===== src/rtl/lldma_pkg.sv =====
package lldma_pkg;
    localparam int WORD_BYTES    = 4;
    localparam int FETCH_WORDS   = 5;
    localparam int IDX_SRC       = 0;
    localparam int IDX_DST       = 1;
    localparam int IDX_NEXT      = 2;
    localparam int IDX_CLO       = 3;
    localparam int IDX_CHI       = 4;
    localparam int DONE_BIT      = 12;
    localparam int SRC_LINK_BIT  = 28;
    localparam int DST_LINK_BIT  = 27;
    localparam int SRC_MODE_LSB  = 9;
    localparam int DST_MODE_LSB  = 7;

    typedef enum logic [2:0] {
        ST_IDLE,
        ST_FETCH,
        ST_DECODE,
        ST_LAUNCH,
        ST_MOVE,
        ST_WBACK,
        ST_ADVANCE
    } walk_state_e;

    typedef enum logic [1:0] {
        AM_INC = 2'd0,
        AM_DEC = 2'd1,
        AM_FIX = 2'd2
    } addr_mode_e;

    function automatic addr_mode_e decode_mode(input logic [1:0] raw);
        if (raw[1])      return AM_FIX;
        else if (raw[0]) return AM_DEC;
        else             return AM_INC;
    endfunction
endpackage


===== src/rtl/lldma_desc_store.sv =====
module lldma_desc_store #(
    parameter int DW = 32,
    parameter int NW = 5,
    localparam int IW = $clog2(NW)
) (
    input  logic                   clk,
    input  logic                   rst_n,
    input  logic                   ld,
    input  logic [IW-1:0]          ld_idx,
    input  logic [DW-1:0]          ld_data,
    output logic [NW-1:0][DW-1:0]  words_o
);
    for (genvar i = 0; i < NW; i++) begin : g_word
        always_ff @(posedge clk) begin
            if (!rst_n)
                words_o[i] <= '0;
            else if (ld && (ld_idx == IW'(i)))
                words_o[i] <= ld_data;
        end
    end
endmodule


===== src/rtl/lldma_block_decode.sv =====
module lldma_block_decode
    import lldma_pkg::*;
#(
    parameter int DW        = 32,
    parameter int NW        = 5,
    parameter int ITEM_W    = 12,
    parameter int MAX_ITEMS = 2048
) (
    input  logic [NW-1:0][DW-1:0] words_i,
    output logic [DW-1:0]         src_o,
    output logic [DW-1:0]         dst_o,
    output logic [ITEM_W-1:0]     items_o,
    output logic                  items_zero_o,
    output addr_mode_e            src_mode_o,
    output addr_mode_e            dst_mode_o,
    output logic                  chain_go_o,
    output logic [DW-1:0]         next_base_o,
    output logic [1:0]            next_sel_o,
    output logic [DW-1:0]         wb_word_o
);
    localparam logic [ITEM_W-1:0] ITEM_CAP = ITEM_W'(MAX_ITEMS);

    logic [DW-1:0]     ctl_lo;
    logic [DW-1:0]     ctl_hi;
    logic [DW-1:0]     nxt;
    logic [ITEM_W-1:0] items_raw;

    always_comb begin
        ctl_lo       = words_i[IDX_CLO];
        ctl_hi       = words_i[IDX_CHI];
        nxt          = words_i[IDX_NEXT];
        items_raw    = ctl_hi[ITEM_W-1:0];
        src_o        = words_i[IDX_SRC];
        dst_o        = words_i[IDX_DST];
        items_o      = (items_raw > ITEM_CAP) ? ITEM_CAP : items_raw;
        items_zero_o = (items_raw == '0);
        src_mode_o   = decode_mode(ctl_lo[SRC_MODE_LSB +: 2]);
        dst_mode_o   = decode_mode(ctl_lo[DST_MODE_LSB +: 2]);
        next_base_o  = {nxt[DW-1:2], 2'b00};
        next_sel_o   = nxt[1:0];
        chain_go_o   = (ctl_lo[SRC_LINK_BIT] || ctl_lo[DST_LINK_BIT])
                       && (nxt[DW-1:2] != '0);
        wb_word_o    = ctl_hi | (DW'(1) << DONE_BIT);
    end
endmodule


===== src/rtl/lldma_chain_walker.sv =====
module lldma_chain_walker
    import lldma_pkg::*;
#(
    parameter int DW        = 32,
    parameter int ITEM_W    = 12,
    parameter int MAX_ITEMS = 2048
) (
    input  logic              clk,
    input  logic              rst_n,
    input  logic              start,
    input  logic [DW-1:0]     head_ptr,
    output logic              chan_en,
    output logic              mem_req,
    output logic              mem_we,
    output logic [DW-1:0]     mem_addr,
    output logic [1:0]        mem_sel,
    output logic [DW-1:0]     mem_wdata,
    input  logic              mem_ack,
    input  logic [DW-1:0]     mem_rdata,
    output logic              mv_start,
    output logic [DW-1:0]     mv_src,
    output logic [DW-1:0]     mv_dst,
    output logic [ITEM_W-1:0] mv_items,
    output logic [1:0]        mv_src_mode,
    output logic [1:0]        mv_dst_mode,
    input  logic              mv_done,
    output logic              blk_done,
    output logic              chain_done
);
    localparam int NW = FETCH_WORDS;
    localparam int IW = $clog2(NW);
    localparam logic [IW-1:0] LAST_IDX = IW'(NW - 1);
    localparam logic [DW-1:0] WB_OFFSET = DW'(IDX_CHI * WORD_BYTES);

    walk_state_e state_q;
    logic [IW-1:0]        idx_q;
    logic [DW-1:0]        base_q;
    logic [1:0]           sel_q;
    logic [NW-1:0][DW-1:0] words;

    logic [DW-1:0]        d_src, d_dst, d_next_base, d_wb;
    logic [ITEM_W-1:0]    d_items;
    logic                 d_zero, d_go;
    addr_mode_e           d_smode, d_dmode;
    logic [1:0]           d_next_sel;
    logic                 fetch_ld;

    assign fetch_ld = (state_q == ST_FETCH) && mem_ack;

    lldma_desc_store #(.DW(DW), .NW(NW)) store_i (
        .clk     (clk),
        .rst_n   (rst_n),
        .ld      (fetch_ld),
        .ld_idx  (idx_q),
        .ld_data (mem_rdata),
        .words_o (words)
    );

    lldma_block_decode #(.DW(DW), .NW(NW), .ITEM_W(ITEM_W), .MAX_ITEMS(MAX_ITEMS)) dec_i (
        .words_i      (words),
        .src_o        (d_src),
        .dst_o        (d_dst),
        .items_o      (d_items),
        .items_zero_o (d_zero),
        .src_mode_o   (d_smode),
        .dst_mode_o   (d_dmode),
        .chain_go_o   (d_go),
        .next_base_o  (d_next_base),
        .next_sel_o   (d_next_sel),
        .wb_word_o    (d_wb)
    );

    // state register and walk bookkeeping
    always_ff @(posedge clk) begin
        if (!rst_n) begin
            state_q <= ST_IDLE;
            idx_q   <= '0;
            base_q  <= '0;
            sel_q   <= '0;
        end else begin
            unique case (state_q)
                ST_IDLE: if (start) begin
                    base_q  <= {head_ptr[DW-1:2], 2'b00};
                    sel_q   <= head_ptr[1:0];
                    idx_q   <= '0;
                    state_q <= ST_FETCH;
                end
                ST_FETCH: if (mem_ack) begin
                    if (idx_q == LAST_IDX) state_q <= ST_DECODE;
                    else                   idx_q   <= idx_q + 1'b1;
                end
                ST_DECODE:  state_q <= d_zero ? ST_WBACK : ST_LAUNCH;
                ST_LAUNCH:  state_q <= ST_MOVE;
                ST_MOVE:    if (mv_done) state_q <= ST_WBACK;
                ST_WBACK:   if (mem_ack) state_q <= ST_ADVANCE;
                ST_ADVANCE: begin
                    if (d_go) begin
                        base_q  <= d_next_base;
                        sel_q   <= d_next_sel;
                        idx_q   <= '0;
                        state_q <= ST_FETCH;
                    end else begin
                        state_q <= ST_IDLE;
                    end
                end
                default: state_q <= ST_IDLE;
            endcase
        end
    end

    // outputs
    always_comb begin
        chan_en     = (state_q != ST_IDLE);
        mem_req     = (state_q == ST_FETCH) || (state_q == ST_WBACK);
        mem_we      = (state_q == ST_WBACK);
        mem_sel     = sel_q;
        mem_addr    = (state_q == ST_WBACK) ? (base_q + WB_OFFSET)
                                            : (base_q + DW'({idx_q, 2'b00}));
        mem_wdata   = d_wb;
        mv_start    = (state_q == ST_LAUNCH);
        mv_src      = d_src;
        mv_dst      = d_dst;
        mv_items    = d_items;
        mv_src_mode = d_smode;
        mv_dst_mode = d_dmode;
        blk_done    = (state_q == ST_ADVANCE);
        chain_done  = (state_q == ST_ADVANCE) && !d_go;
    end

    AST_ADDR_ALIGNED: assert property (@(posedge clk) disable iff (!rst_n)
        mem_req |-> (mem_addr[1:0] == 2'b00));
    AST_REQ_HOLD: assert property (@(posedge clk) disable iff (!rst_n)
        (mem_req && !mem_ack) |=> (mem_req && $stable(mem_addr) && $stable(mem_we)));
    AST_ITEMS_CAP: assert property (@(posedge clk) disable iff (!rst_n)
        mv_start |-> (mv_items <= ITEM_W'(MAX_ITEMS)));
    AST_NO_EMPTY_MOVE: assert property (@(posedge clk) disable iff (!rst_n)
        mv_start |-> (mv_items != '0));
    AST_WB_DONE_BIT: assert property (@(posedge clk) disable iff (!rst_n)
        (mem_req && mem_we) |-> mem_wdata[DONE_BIT]);
    AST_CHAIN_WITH_BLOCK: assert property (@(posedge clk) disable iff (!rst_n)
        chain_done |-> blk_done);
    AST_EN_DROPS: assert property (@(posedge clk) disable iff (!rst_n)
        chain_done |=> !chan_en);
    AST_BUSY_START: assert property (@(posedge clk) disable iff (!rst_n)
        (chan_en && !chain_done) |=> chan_en);
endmodule


===== config.mk =====
export PLATFORM = sky130hd
export DESIGN_NAME = lldma_chain_walker
export DESIGN_NICKNAME = d
export VERILOG_FILES = /design/src/rtl/lldma_pkg.sv /design/src/rtl/lldma_desc_store.sv /design/src/rtl/lldma_block_decode.sv /design/src/rtl/lldma_chain_walker.sv
export SDC_FILE = /design/constraint.sdc
export NUM_CORES = 1
export LEC_CHECK = 0
export BUFFER_PORTS_ARGS = -buffer_cell sky130_fd_sc_hd__buf_2
export CAP_MARGIN = 25
export CORE_UTILIZATION = 53
export DETAILED_ROUTE_END_ITERATION = 8
export PLACE_DENSITY = 0.8
export SLEW_MARGIN = 20
export SYNTH_ARGS = -nofsm -noshare
export SYNTH_HDL_FRONTEND = slang
export SYNTH_SLANG_ARGS = --single-unit

===== constraint.sdc =====
create_clock -name clk -period 3.1 [get_ports clk]
set_input_delay 0.62 -clock clk [delete_from_list [all_inputs] [get_ports clk]]
set_output_delay 0.62 -clock clk [all_outputs]
set_load 0.02 [all_outputs]

==> qor_table.md <==
| Stage | Parameter | Reported |
|---|---|---|
| worst setup path | Required @ worst endpoint | 2480 ps |
| global route | Number of global-route vias before repair | 6,699 |
| timing | Worst Hold Margin | 451 ps |
| global route | Number of antenna violations at the first check in global routing | 0 |
| clocking | Clock slew at reported path FFs | 60 ps |
| min path | Hold path startpoint | store_i.words_o[141]$_SDFFE_PN0P_ |
| timing | Fmax | 0.331 GHz |
| timing | Number of pins exceeding their max-slew limit in the final report | 0 |
| yosys | Flip-flop and latch count after synthesis | 171 |
| cells and area | Final core occ | 0.615 |
| clocking | Root buffer selected by CTS | sky130_fd_sc_hd__clkbuf_16 |
| clocking | Number of H-tree branching levels | 4 |
| worst setup path | RR Startpoint | state_q[1]$_SDFFE_PN0P_ |
| clocking | Clock sink total | 171 |
| drt | Overall routed net length | 21,300 um |
| timing | Unrepaired setup endpoints after global routing | yes |
| timing | Period minus WS final | 3020 ps |
| clocking | Hold buffer count at CTS | 0 |
| floorplanning | Vert. Die Dim | 128 um |
| cells and area | Combined area of the multi-input logic cells | 3890 sq um |
| yosys | Synth Instances | 1,046 |
| drt | 1st-iter DRT viols | 552 |
| outcome | Outcome | completed |
| cells and area | Layout cells sized above 1 | 0.279 |
| floorplanning | Die footprint | 16,400 sq um |
| drt | Vias after detailed routing | 7,140 |
| timing | Number of hold-slack violations in the final timing report | 0 |
| power | Total power of the final layout | 4.96 mW |
| cells and area | Final net count | 1,209 |
| placed design | Detailed-placement wirelength estimate | 15,000 um |
| timing | Max_slew headroom | 0.351 |
| job | Max-cap viol count | 0 |
| placed design | Count of input and output buffers | 217 |
| worst setup path | Worst path arrival time | 2400 ps |
| timing | Setup TNS | 0 ps |
| worst setup path | Largest driver fanout on the critical path | 5 |
| clocking | Clock tree from TritonCTS | yes |
| worst setup path | Worst r2r path cells | 6 |
| yosys | Part of the Yosys area used for sequential elements | 0.407 |
| min path | Cells on Worst Hold Path | 2 |
| cells and area | Antenna cells | 0 |
| global route | Pin count of the biggest net entering global routing | 65 |
| timing | Number of endpoints failing setup at the final stage | 0 |
| worst setup path | Register-to-register path setup slack | 770 ps |
| floorplanning | Number of placed I/O pins | 221 |
| yosys | Ys async rst share | 0 |
| worst setup path | Worst setup path startpoint | idx_q[0]$_SDFFE_PN0P_ |
| yosys | Synth cell types | 51 |
| worst setup path | Capture instance of the worst register-to-register path | base_q[8]$_SDFFE_PN0P_ |
| power | Total power divided by cell area | 525 nW/um^2 |
| placed design | Placed cell areas | 8800 sq um |
| floorplanning | Initial cell density of the core | 0.547 |
| drt | Antenna Nets Post-Route | 0 |
| power | Lkg Pwr | 4.13 nW |
| global route | GRT Total Usage | 0.266 |
| timing | Period utilization | 0.976 |
| floorplanning | Core region area | 15,400 sq um |
| yosys | Most used flip-flop cell after synthesis | sky130_fd_sc_hd__dfxtp_1 |
| yosys | Syn. warnings | 0 |
| worst setup path | Endpoint class of the critical path | primary output |
| worst setup path | Worst Setup Path Type | reg -> out |
| drt | Vias per Instance | 5.28 |
| timing | Worst clock skew | 6.23 ps |
| cells and area | Filler cells | 1,339 |
| yosys | Post-synth EDFFs | 0 |
| min path | End point of the most critical hold path | store_i.words_o[141]$_SDFFE_PN0P_ |
| global route | Overflow left after global routing | 0 |
| cells and area | Area Growth Syn to Fin | 12.3% |
| worst setup path | Setup crit start kind | register |
| clocking | Total clock buffers created by CTS | 17 |
| power | Peak supply drop | 0.343 mV |
| drt | Number of DRC violations after detailed routing | 0 |
| min path | Min-delay worst type | reg -> reg |
| cells and area | Sequential cell area | 3430 sq um |
| cells and area | Post-route cell area | 9450 sq um |
| clocking | Insertion delay of the later-clocked pin in the worst-skew pair | 420 ps |
| floorplanning | Count of standard-cell rows | 45 |
| placed design | Global placer's final weighted congestion | 0.842 |
| clocking | Clock Path Buffers | 2 |
| floorplanning | Floorplan die width | 128 um |
| global route | Global-route wire length before repair | 34,300 um |
| yosys | Synth Cell Area | 8410 sq um |
| drt | Avg WL per Cell | 15.7 um |
| timing | Slew at the pin closest to its max-slew limit | 973 ps |
| drt | DR pass1 iterations | 5 |
| yosys | Post-synthesis area per instance | 8.04 sq um |
==> layer usage <==
layer / vias to the layer above / track usage / wire [um]
met5: - / 0 / 0
met4: 0 / 0.0955 / 386
met3: 30 / 0.0588 / 1500
met2: 246 / 0.425 / 9840
met1: 3320 / 0.352 / 9530
li1: 3544 / - / -
==> what timing repair did <==
item	in CTS	in global routing
resized for setup	8	14
buffers inserted	0	1
pin swaps	2	2
setup endpoints to repair	20	16
hold endpoints to repair	0	0
==> registers in the layout, summed over array words and instances (netlist names) <==
| name | flops |
|---|---|
| store_i.words_o | 133 |
| base_q | 30 |
| mem_sel | 2 |
| idx_q | 3 |
| state_q | 3 |
==> synthesized netlist by cell type (all sizes together) (2+ instances only) <==
master  instances  area share
nand3           7      0.0042
o21ai          10      0.0059
o311a           2      0.0024
nand3b          3      0.0042
a21oi         135       0.080
nor2b          16       0.012
and2            5      0.0037
and3            4      0.0030
nor2           24       0.011
o211a           5      0.0059
inv            10      0.0045
nor3           31       0.020
nor4           12       0.013
and4            2      0.0021
a311oi         27       0.054
conb            2     0.00089
buf           131        0.11
nand2         329        0.15
mux2i          11       0.013
xnor2          18       0.019
xor2           10       0.010
nand4          13      0.0097
dfxtp         171        0.41
nor3b           2      0.0018
ha              9       0.013
clkbuf         38       0.017
a21o            3      0.0027
or2             2      0.0015
a31oi           2      0.0015
==> layout make-up <==
class | instances | area share
clock buffer | 22 | 0.0502
clock inverter | 7 | 0.00980
inverter | 10 | 0.00450
multi-input combinational | 696 | 0.412
sequential | 171 | 0.363
tap | 211 | 0.0279
timing repair buffer | 234 | 0.133
==> report_power, final <==
part | leakage, nW | total, mW | internal [mW] | switching [mW]
logic | 2.47 | 0.563 | 0.205 | 0.358
registers | 1.39 | 2.34 | 2.27 | 0.0670
clock network | 0.270 | 2.06 | 1.23 | 0.827
total | 4.13 | 4.96 | 3.71 | 1.25
==> logic make-up (layout without fill, tap and decap cells) <==
logic type | after synthesis | count (layout) | share of synthesized area
AO/OA/AOI/OAI | 190 | 190 | 0.160
XOR/XNOR | 28 | 28 | 0.0292
adder cells (fa/ha/maj) | 10 | 10 | 0.0158
buffers and inverters | 180 | 273 | 0.138
flip-flops | 171 | 171 | 0.407
multiplexers | 11 | 11 | 0.0131
other | 2 | 3 | 0.000893
AND/OR/NAND/NOR | 454 | 454 | 0.236
==> metrics by stage <==
stage / worst slack [ps] / instances
global route: -33.4 / 1351
CTS: 20.2 / 1350
global placement: 281 / 1321
finish: 75.1 / 1351
floorplan: 322 / 1047
detailed placement: 217 / 1321
==> worst max-delay path, stage by stage (launching register included) <==
cell	delay [ps]
sky130_fd_sc_hd__dfxtp_4	360
sky130_fd_sc_hd__ha_2	200
sky130_fd_sc_hd__fa_2	370
sky130_fd_sc_hd__a21o_1	210
sky130_fd_sc_hd__a31oi_4	220
sky130_fd_sc_hd__buf_4	160
sky130_fd_sc_hd__nand2b_1	120
sky130_fd_sc_hd__nor2_1	60
sky130_fd_sc_hd__xor2_1	130
sky130_fd_sc_hd__buf_4	160
==> layout by cell type (no fill, tap or decap), drive strengths merged, types with 3 or more instances in the layout <==
master      n
inv        10
nand2     329
o21ai      10
buf       234
a21oi     135
nand3       7
o211a       5
dfxtp     171
nand4      13
and2        5
a311oi     27
conb        3
nand3b      3
nor2b      16
nor3       31
xor2       10
clkinvlp    3
clkbuf     22
xnor2      18
nor4       12
and3        4
mux2i      11
ha          9
a21o        3
nor2       24
==> worst max-delay path by stage <==
stage / endpoint / slack (ps) / cells past startpoint
2_1_floorplan: mem_addr[24] / 320 / 8
3_3_place_gp: mem_addr[30] / 280 / 8
3_5_place_dp: mem_addr[30] / 220 / 8
4_1_cts: mem_addr[30] / 20 / 8
5_1_grt: mem_addr[28] / -30 / 7
6_report: mem_addr[14] / 80 / 9
Note: power is estimated with default switching activity, not from simulation.
